===== config.mk =====
export PLATFORM = sky130hd
export DESIGN_NAME = rtc_regport
export DESIGN_NICKNAME = d
export VERILOG_FILES = /design/src/rtl/rtc_regport_pkg.sv /design/src/rtl/rtc_uip_window.sv /design/src/rtl/rtc_time_fmt.sv /design/src/rtl/rtc_alarm_cmp.sv /design/src/rtl/rtc_regport.sv
export SDC_FILE = /design/constraint.sdc
export NUM_CORES = 2
export LEC_CHECK = 0
export ABC_AREA = 1
export CAP_MARGIN = 5
export CORE_AREA = 2 2 338 340
export CTS_CLUSTER_SIZE = 28
export DETAILED_ROUTE_END_ITERATION = 8
export DIE_AREA = 0 0 340 342
export PLACE_DENSITY_LB_ADDON = 0.25
export SKIP_CTS_REPAIR_TIMING = 1
export SYNTH_ARGS = -nofsm -noshare
export SYNTH_HDL_FRONTEND = slang
export SYNTH_HIERARCHICAL = 1
export SYNTH_SLANG_ARGS = --single-unit

===== constraint.sdc =====
create_clock -name clk -period 2.8 [get_ports clk]
set_input_delay 0.7 -clock clk [delete_from_list [all_inputs] [get_ports clk]]
set_output_delay 0.7 -clock clk [all_outputs]
set_load 0.02 [all_outputs]

===== src/rtl/rtc_regport_pkg.sv =====
package rtc_regport_pkg;
  localparam int IX_SEC    = 0;
  localparam int IX_ASEC   = 1;
  localparam int IX_MIN    = 2;
  localparam int IX_AMIN   = 3;
  localparam int IX_HOUR   = 4;
  localparam int IX_AHOUR  = 5;
  localparam int IX_WDAY   = 6;
  localparam int IX_MDAY   = 7;
  localparam int IX_MON    = 8;
  localparam int IX_YEAR   = 9;
  localparam int IX_CTLA   = 10;
  localparam int IX_CTLB   = 11;
  localparam int IX_FLAGS  = 12;
  localparam int IX_FIXED  = 13;

  localparam int CB_SET  = 7;
  localparam int CB_PIE  = 6;
  localparam int CB_AIE  = 5;
  localparam int CB_UIE  = 4;
  localparam int CB_BIN  = 2;
  localparam int CB_H24  = 1;

  localparam int FL_REQ  = 7;
  localparam int FL_PER  = 6;
  localparam int FL_ALM  = 5;
  localparam int FL_UPD  = 4;

  localparam logic [7:0] RST_CTLA  = 8'h26;
  localparam logic [7:0] RST_CTLB  = 8'h02;
  localparam logic [7:0] RST_FIXED = 8'h80;

  // binary value to register byte in the chosen number format
  function automatic logic [7:0] fmt_val(input logic [6:0] v, input logic bin);
    logic [6:0] tens;
    logic [6:0] ones;
    tens = v / 7'd10;
    ones = v % 7'd10;
    if (bin) return {1'b0, v};
    return {tens[3:0], ones[3:0]};
  endfunction

  // hour to register byte, 12-hour form carries the PM flag in bit 7
  function automatic logic [7:0] fmt_hour(input logic [4:0] h, input logic bin,
                                          input logic h24);
    logic [4:0] h12;
    logic [7:0] r;
    if (h24) return fmt_val({2'b00, h}, bin);
    h12 = h % 5'd12;
    if (h12 == 5'd0) h12 = 5'd12;
    r = fmt_val({2'b00, h12}, bin);
    r[7] = (h >= 5'd12);
    return r;
  endfunction

  function automatic logic alarm_field_hit(input logic [7:0] alm, input logic [7:0] cur);
    return (alm[7:6] == 2'b11) || (alm == cur);
  endfunction
endpackage


===== src/rtl/rtc_uip_window.sv =====
module rtc_uip_window #(
  parameter int TICKS = 8
) (
  input  logic clk,
  input  logic rst_n,
  input  logic start,
  input  logic slow_tick,
  output logic busy,
  output logic done
);
  localparam int CW = $clog2(TICKS + 1);
  localparam logic [CW-1:0] LAST = CW'(TICKS - 1);

  logic [CW-1:0] cnt;

  assign done = busy && slow_tick && (cnt == LAST);

  always_ff @(posedge clk or negedge rst_n) begin
    if (!rst_n) begin
      busy <= 1'b0;
      cnt  <= '0;
    end else if (start && !busy) begin
      busy <= 1'b1;
      cnt  <= '0;
    end else if (done) begin
      busy <= 1'b0;
    end else if (busy && slow_tick) begin
      cnt <= cnt + 1'b1;
    end
  end
endmodule


===== src/rtl/rtc_time_fmt.sv =====
module rtc_time_fmt
  import rtc_regport_pkg::*;
(
  input  logic [5:0] sec,
  input  logic [5:0] min,
  input  logic [4:0] hour,
  input  logic [2:0] wday,
  input  logic [4:0] mday,
  input  logic [3:0] mon,
  input  logic [6:0] year,
  input  logic       bin,
  input  logic       h24,
  output logic [7:0] f_sec,
  output logic [7:0] f_min,
  output logic [7:0] f_hour,
  output logic [7:0] f_wday,
  output logic [7:0] f_mday,
  output logic [7:0] f_mon,
  output logic [7:0] f_year
);
  always_comb begin
    f_sec  = fmt_val({1'b0, sec}, bin);
    f_min  = fmt_val({1'b0, min}, bin);
    f_hour = fmt_hour(hour, bin, h24);
    f_wday = fmt_val({4'b0, wday}, bin);
    f_mday = fmt_val({2'b0, mday}, bin);
    f_mon  = fmt_val({3'b0, mon}, bin);
    f_year = fmt_val(year, bin);
  end
endmodule


===== src/rtl/rtc_alarm_cmp.sv =====
module rtc_alarm_cmp
  import rtc_regport_pkg::*;
(
  input  logic [7:0] alm_sec,
  input  logic [7:0] alm_min,
  input  logic [7:0] alm_hour,
  input  logic [7:0] now_sec,
  input  logic [7:0] now_min,
  input  logic [7:0] now_hour,
  output logic       hit
);
  assign hit = alarm_field_hit(alm_sec, now_sec) &&
               alarm_field_hit(alm_min, now_min) &&
               alarm_field_hit(alm_hour, now_hour);
endmodule


===== src/rtl/rtc_regport.sv =====
module rtc_regport
  import rtc_regport_pkg::*;
#(
  parameter int IDX_W     = 7,
  parameter int UIP_TICKS = 8
) (
  input  logic       clk,
  input  logic       rst_n,
  input  logic       port_odd,
  input  logic       wr_en,
  input  logic       rd_en,
  input  logic [7:0] wdata,
  output logic [7:0] rdata,
  input  logic       sec_tick,
  input  logic       slow_tick,
  input  logic       per_pulse,
  input  logic [5:0] cur_sec,
  input  logic [5:0] cur_min,
  input  logic [4:0] cur_hour,
  input  logic [2:0] cur_wday,
  input  logic [4:0] cur_mday,
  input  logic [3:0] cur_mon,
  input  logic [6:0] cur_year,
  output logic       time_adv,
  output logic       irq
);
  localparam int DEPTH = 1 << IDX_W;

  logic [7:0]       mem [DEPTH];
  logic [IDX_W-1:0] idx;
  logic             uip_q;

  // named internal events
  logic       wr_data, wr_a, wr_b, rd_c;
  logic       osc_ok, start_upd, upd_done, win_busy, alarm_hit;
  logic [7:0] reg_b, reg_c, flags_nx;
  logic [7:0] f_sec, f_min, f_hour, f_wday, f_mday, f_mon, f_year;

  assign reg_b     = mem[IX_CTLB];
  assign reg_c     = mem[IX_FLAGS];
  assign wr_data   = wr_en && port_odd;
  assign wr_a      = wr_data && (idx == IDX_W'(IX_CTLA));
  assign wr_b      = wr_data && (idx == IDX_W'(IX_CTLB));
  assign rd_c      = rd_en && port_odd && (idx == IDX_W'(IX_FLAGS));
  assign osc_ok    = (mem[IX_CTLA][6:4] == 3'b010);
  assign time_adv  = sec_tick && osc_ok;
  assign start_upd = time_adv && !win_busy;
  assign irq       = reg_c[FL_REQ];

  rtc_uip_window #(.TICKS(UIP_TICKS)) u_win (
    .clk(clk), .rst_n(rst_n), .start(start_upd), .slow_tick(slow_tick),
    .busy(win_busy), .done(upd_done)
  );

  rtc_time_fmt u_fmt (
    .sec(cur_sec), .min(cur_min), .hour(cur_hour), .wday(cur_wday),
    .mday(cur_mday), .mon(cur_mon), .year(cur_year),
    .bin(reg_b[CB_BIN]), .h24(reg_b[CB_H24]),
    .f_sec(f_sec), .f_min(f_min), .f_hour(f_hour), .f_wday(f_wday),
    .f_mday(f_mday), .f_mon(f_mon), .f_year(f_year)
  );

  rtc_alarm_cmp u_alm (
    .alm_sec(mem[IX_ASEC]), .alm_min(mem[IX_AMIN]), .alm_hour(mem[IX_AHOUR]),
    .now_sec(f_sec), .now_min(f_min), .now_hour(f_hour), .hit(alarm_hit)
  );

  // flag register: a read clears first, new events then set bits
  always_comb begin
    flags_nx = rd_c ? 8'h00 : reg_c;
    if (per_pulse) begin
      flags_nx[FL_PER] = 1'b1;
      if (reg_b[CB_PIE]) flags_nx[FL_REQ] = 1'b1;
    end
    if (upd_done) begin
      flags_nx[FL_UPD] = 1'b1;
      if (reg_b[CB_UIE]) flags_nx[FL_REQ] = 1'b1;
      if (alarm_hit) begin
        flags_nx[FL_ALM] = 1'b1;
        if (reg_b[CB_AIE]) flags_nx[FL_REQ] = 1'b1;
      end
    end
  end

  always_comb begin
    if (!port_odd)                       rdata = 8'hFF;
    else if (idx == IDX_W'(IX_CTLA))     rdata = {uip_q, mem[IX_CTLA][6:0]};
    else                                 rdata = mem[idx];
  end

  always_ff @(posedge clk or negedge rst_n) begin
    if (!rst_n) begin
      idx   <= '0;
      uip_q <= 1'b0;
    end else begin
      if (wr_en && !port_odd) idx <= wdata[IDX_W-1:0];
      if ((wr_b && wdata[CB_SET]) || upd_done) uip_q <= 1'b0;
      else if (start_upd && !reg_b[CB_SET])   uip_q <= 1'b1;
    end
  end

  always_ff @(posedge clk or negedge rst_n) begin
    if (!rst_n) begin
      for (int i = 0; i < DEPTH; i++) mem[i] <= 8'h00;
      mem[IX_CTLA]  <= RST_CTLA;
      mem[IX_CTLB]  <= RST_CTLB;
      mem[IX_FIXED] <= RST_FIXED;
    end else begin
      mem[IX_FLAGS] <= flags_nx;
      if (upd_done && !reg_b[CB_SET]) begin
        mem[IX_SEC]  <= f_sec;
        mem[IX_MIN]  <= f_min;
        mem[IX_HOUR] <= f_hour;
        mem[IX_WDAY] <= f_wday;
        mem[IX_MDAY] <= f_mday;
        mem[IX_MON]  <= f_mon;
        mem[IX_YEAR] <= f_year;
      end
      if (wr_data) begin
        if (idx == IDX_W'(IX_CTLA))
          mem[IX_CTLA] <= {1'b0, wdata[6:0]};
        else if (idx == IDX_W'(IX_CTLB))
          mem[IX_CTLB] <= wdata[CB_SET] ? (wdata & ~(8'h01 << CB_UIE)) : wdata;
        else if (idx != IDX_W'(IX_FLAGS) && idx != IDX_W'(IX_FIXED))
          mem[idx] <= wdata;
      end
    end
  end
endmodule


After elaboration in Yosys (flattened, before gate mapping)
Cells that the tools add are included.

Register bits: 1037. Bits in latches: 0. Bits in writable memories: 0. ROM bits: 0. Input bits: 52. Output and inout port bits: 10. Logic and storage cells: 266. Memories: 0.

Add/sub/neg operators: 1. Multipliers: 0. Div/mod/pow operators: 17. $lt $le $gt $ge: 3. Equality and inequality tests: 15. Shift-type cells: 0. Muxes and demuxes: 61. Bitwise logic cells: 3. Reduce and logical (&&, ||, !) cells: 34.

Operators by type and width (count): $mux W1024 (2); $bwmux W1024 (1); $mux W936 (1); $mux W928 (1); $mux W8 (28); $mux W88 (1); $mux W80 (1); $bmux W8 S7 (1); $demux W8 S7 (1); $mux W32 (1); $eq A8 B8 Y1 (3); $div A5 B4 Y7 const B (3); $eq A7 B4 Y1 const B (3); $mod A5 B4 Y7 const B (3); $logic_and A1 B1 Y1 (17); $div A6 B4 Y7 const B (2); $mod A6 B4 Y7 const B (2); $mux W1 (14); $mux W7 (2); $ne A7 B4 Y1 const B (2); $mux W4 (3); $mux W5 (2); $reduce_bool A2 Y1 (5); $ge A8 B8 Y1 const B (1); 24 further kinds (34).

Depth between registers and ports, before layout
Word-level depth: 17. Gate-level depth with buffers: 33. Mapped depth without buffers: 33.

Hierarchy
Netlist, hierarchy kept.

By module, submodules not included: rtc_regport (times used 1, cells an instance 5849, area each 47767.1 um^2, seq. area each 25831.0 um^2); rtc_time_fmt (times used 1, cells an instance 354, area each 1856.8 um^2, seq. area each 0.0 um^2); rtc_alarm_cmp (times used 1, cells an instance 78, area each 382.9 um^2, seq. area each 0.0 um^2); rtc_uip_window (times used 1, cells an instance 38, area each 291.5 um^2, seq. area each 125.1 um^2).

Worst setup path before layout
OpenSTA, ideal clock, no wires.

Kind: input to register. Start: input cur_min[4]. End: register mem, in the netlist reg_c[7]. Arrival time: 3023 ps. Path slack: -305 ps. Stages: 29. Buffers on the path: 0. Path through: inv_1 ha_1 nor2_1 nand2_2 nand2_2 nand2_2 nand2_2 nand2_1 nand2_1 nand3_1 nand2_1 inv_1 ha_1 inv_1 nand3_2 nand2_2 inv_1 nand2_1 nand2_1 a21oi_2 xnor2_1 nand2_1 nor2_1 nand2_1 nand2_1 nand2_1 nor2_1 a31oi_1 o21ai_0.

Longest elaborated chain between the ends: 13. Elaborated cells between the ends (all ways): 15.

RTL lines: start, declared (RTL line rtc_regport.sv:18) `input logic [5:0] cur_min,`; $mod A6 B4 Y7 (*) (RTL line rtc_regport_pkg.sv:38) `ones = v % 7'd10;`; $mux W8 (*) (RTL line rtc_regport_pkg.sv:40) `return {tens[3:0], ones[3:0]};`; net f_min[2] (RTL line rtc_regport.sv:37) `logic [7:0] f_sec, f_min, f_hour, f_wday, f_mday, f_mon, f_year;`; $eq A8 B8 Y1 (*) (RTL line rtc_regport_pkg.sv:57) `return (alm[7:6] == 2'b11) || (alm == cur);`; $logic_or A1 B1 Y1 (*) (RTL line rtc_regport_pkg.sv:57); $logic_and A1 B1 Y1 (*) (RTL line rtc_alarm_cmp.sv:12) `assign hit = alarm_field_hit(alm_sec, now_sec) &&`; $logic_and A1 B1 Y1 (*) (RTL line rtc_alarm_cmp.sv:13) `alarm_field_hit(alm_min, now_min) &&`; net alarm_hit (RTL line rtc_regport.sv:35) `logic osc_ok, start_upd, upd_done, win_busy, alarm_hit;`; $mux W1 (*) (RTL line rtc_regport.sv:78) `if (alarm_hit) begin`; $mux W1 (*) (RTL line rtc_regport.sv:75) `if (upd_done) begin`; $bwmux W1024 (RTL line rtc_regport.sv:125) `mem[idx] <= wdata;`; $mux W1024 (RTL line rtc_regport.sv:124) `else if (idx != IDX_W'(IX_FLAGS) && idx != IDX_W'(IX_FIXED))`; $mux W928 (RTL line rtc_regport.sv:122) `else if (idx == IDX_W'(IX_CTLB))`; $mux W936 (RTL line rtc_regport.sv:120) `if (idx == IDX_W'(IX_CTLA))`; $mux W1024 (*) (RTL line rtc_regport.sv:119) `if (wr_data) begin`; end signal, assigned by index (RTL line rtc_regport.sv:121) `mem[IX_CTLA] <= {1'b0, wdata[6:0]};`; end signal, assigned by index (RTL line rtc_regport.sv:123) `mem[IX_CTLB] <= wdata[CB_SET] ? (wdata & ~(8'h01 << CB_UIE)) : wdata;`; end signal, assigned by index (RTL line rtc_regport.sv:125); end, declared (RTL line rtc_regport.sv:29) `logic [7:0] mem [DEPTH];`.

Mark *: on every way through the listed nets, which the timed path passes. The rest lies on a longest branch. The select of a mux whose other input is x is not followed. A chain may end at the register's enable or synchronous reset.

Worst setup path after layout
Start: register idx[0]. End: output rdata[4].

Longest elaborated chain between the ends: 6. Elaborated cells between the ends (all ways): 7.

RTL lines: start, declared (RTL line rtc_regport.sv:30) `logic [IDX_W-1:0] idx;`; start signal, assigned (RTL line rtc_regport.sv:96) `if (wr_en && !port_odd) idx <= wdata[IDX_W-1:0];`; $not A7 Y8 (not written as such) (RTL line rtc_regport.sv:88) `else rdata = mem[idx];`; $bmux W8 S7 (RTL line rtc_regport.sv:88); $mux W8 (not written as such) (2 in a row) (RTL line rtc_regport.sv:88); $mux W8 (*) (RTL line rtc_regport.sv:87) `else if (idx == IDX_W'(IX_CTLA)) rdata = {uip_q, mem[IX_CTLA][6:0]};`; $mux W8 (*) (RTL line rtc_regport.sv:86) `if (!port_odd) rdata = 8'hFF;`; end, declared (RTL line rtc_regport.sv:13) `output logic [7:0] rdata,`.

Mark *: on every way between the ends. The rest lies on a longest branch, timed or not. The select of a mux whose other input is x is not followed.

==> impl_metrics.json <==
{
  "viasPerCell": 5.37,
  "gp_congestion": 0.914,
  "critPathLaunchType": "flop",
  "hold_viol_final": 0,
  "drtAntennaViolNets": 0,
  "crit_path_end_kind": "output pin",
  "die_area_mm2": 0.116,
  "vias": 44000,
  "row_count": 124,
  "cts_root_buf": "clkbuf_16",
  "synth-edff-count": 0,
  "grt_pass1_wl_um": 244000,
  "n_antenna_cell": 0,
  "drt_pre_antenna_iters": 6,
  "max_freq_mhz": 248,
  "finClkSkew_ns": 0.0178,
  "clk_pin_slew_worst_paths_ns": 0.06,
  "worstMarginPinSlew_ns": 0.612,
  "max_cap_violations": 0,
  "grt_usage": 0.265,
  "timing.slew.headroom": 0.591,
  "fillers": 10400,
  "avgSynthCellArea_um2": 7.96,
  "drt-initial-drc-count": 4153,
  "routed_wl_um": 156000,
  "num_io_pins": 62,
  "worst_slack_ns": -1.23,
  "core_mm2": 0.113,
  "violations": "setup timing",
  "dp_hpwl_um": 103000,
  "rsz0062_at_grt": "true",
  "die_x_um": 340,
  "drc_errors": 0,
  "holdCritPathClass": "reg -> reg",
  "fp.dieH_um": 342,
  "async_flop_share": 1.00,
  "ys_warn_count": 6,
  "layout_common_cells": "1468 x nand2_1, 1187 x o21ai_0, 1029 x dfrtp_1",
  "cts_tree": "built",
  "grt_max_degree": 100,
  "synth_area_mm2": 0.0503,
  "wl_per_cell_um": 19.1,
  "cts.htree.levels": 3,
  "fin_area_mm2": 0.0610,
  "status": "finished with violations",
  "cts_buffers": 112,
  "port-buffer-count": 61,
  "path_class": "reg -> out",
  "syn_inst": 6319,
  "setup_viol": 9,
  "fin_nets": 6641,
  "dpl_cell_area_mm2": 0.0560,
  "period_share": 1.44,
  "setup_tns_ns": -9.35,
  "ys_seq_elements": 1037,
  "required_ns": 2.10,
  "ys.flop_type": "dfrtp_1",
  "initial_core_util": 0.445,
  "yosysSeqAreaShare": 0.516,
  "vdd_drop_max_uv": 554,
  "fin_crit_ns": 4.03,
  "power_density_mw_per_mm2": 694,
  "slew_violations": 0,
  "critPathMaxFanout": 25,
  "power.leakage_nw": 28.8,
  "antenna_found_initial": 1,
  "drive_gt1_frac": 0.177,
  "overflow": 0,
  "clk_path_buf_depth": 3,
  "grt_pass1_vias": 42000,
  "worstPathArrival_ns": 3.33,
  "synth.distinct_cells": 47,
  "clock_latency_ns": 0.71,
  "clock-sinks": 1037,
  "final_common_cell": "nand2_1",
  "synthToLayoutAreaGrowth_pct": 21.3
}
[where the power goes]
| part | switching (mW) | internal [mW] | total [mW] |
|---|---|---|---|
| clock | 6.30 | 10.1 | 16.4 |
| combinational | 5.18 | 3.46 | 8.64 |
| sequential | 0.799 | 16.5 | 17.3 |
[path summary, 6_finish.rpt]
check	startpoint	endpoint	slack, ns	depth (start not counted)
max	idx[0]	rdata[4]	-1.23	14
min	flop	flop	0.37	0
max reg2reg	idx[0]	flop	0.10	13
min reg2reg	flop	flop	0.37	0
max in group asynchronous	rst_n	async pin	1.29	4
min in group asynchronous	rst_n	mem[939]	0.50	2
[per-layer routing]
layer	part of all wire	routed length (um)	track usage
met3	0.057	8890	0.0356
met5	0.000058	9	0
met1	0.44	69500	0.370
met4	0.032	4920	0.0901
met2	0.47	72900	0.428
[per-stage QoR]
| stage | power, mW | setup slack, ns | util | std cells | hold slack [ns] |
|---|---|---|---|---|---|
| after floorplan | 22.0 | -0.174 | - | 6332 | 0.404 |
| after global placement | 25.6 | -1.22 | 0.495 | 7944 | 0.358 |
| after detailed placement | 25.8 | -1.15 | 0.495 | 7944 | 0.360 |
| after CTS | 42.2 | -1.73 | 0.532 | 8155 | -0.126 |
| after global routing | 44.2 | -1.32 | 0.539 | 8183 | 0.375 |
| final | 42.3 | -1.23 | 0.539 | 8183 | 0.371 |
[critical path, cell delays in order (launching register included)]
cell and delay, ns:
dfrtp_4 0.58, inv_16 0.14, buf_12 0.19, buf_4 0.19, o21ai_0 0.21, o21ai_0 0.12, nor2_1 0.24, nor2_1 0.08
nor2_1 0.23, nand2_1 0.13, nand2_1 0.07, nand2_1 0.07, nor2_4 0.10, nand2_2 0.09, clkbuf_2 0.16
[Yosys cell counts (8+ instances only)]
cell type / instances / area, um^2
a21oi_1: 11 / 55.1
a31oi_1: 21 / 131
buf_1: 11 / 41.3
buf_2: 94 / 470
buf_4: 27 / 203
buf_6: 16 / 180
clkbuf_1: 313 / 1170
clkinv_1: 9 / 33.8
dfrtp_1: 1032 / 25800
ha_1: 15 / 188
inv_1: 234 / 878
inv_2: 16 / 60.1
mux2_2: 56 / 631
nand2_1: 1524 / 5720
nand2_2: 46 / 288
nand2_4: 25 / 282
nand3_1: 107 / 536
nand3_2: 8 / 80.1
nand4_1: 12 / 75.1
nor2_1: 923 / 3460
nor2_2: 11 / 68.8
nor2_4: 9 / 101
o211ai_1: 107 / 803
o21ai_0: 1224 / 6130
o21ai_1: 305 / 1530
o21ai_2: 26 / 228
or2_2: 72 / 450
xnor2_1: 11 / 96.3
xor2_1: 14 / 123
[logic make-up after synthesis]
logic type,count (synthesis),synth area share
AO/OA/AOI/OAI,1708,0.179
AND/OR/NAND/NOR,2754,0.224
buffers and inverters,723,0.0612
other,1,0.0000746
flip-flops,1037,0.516
XOR/XNOR,25,0.00435
multiplexers,56,0.0125
adder cells (fa/ha/maj),15,0.00373
[area by class of cell]
type / instances / area (um^2) / area share
inverters: 260 / 1030 / 0.0169
repair buffers: 591 / 6090 / 0.0998
flip-flops and latches: 1037 / 26000 / 0.426
well taps: 1512 / 1890 / 0.0310
clock inverters: 43 / 666 / 0.0109
clock buffers: 168 / 3470 / 0.0569
multi-input cells: 4572 / 21900 / 0.359
Power figures use the tool's default switching activity.
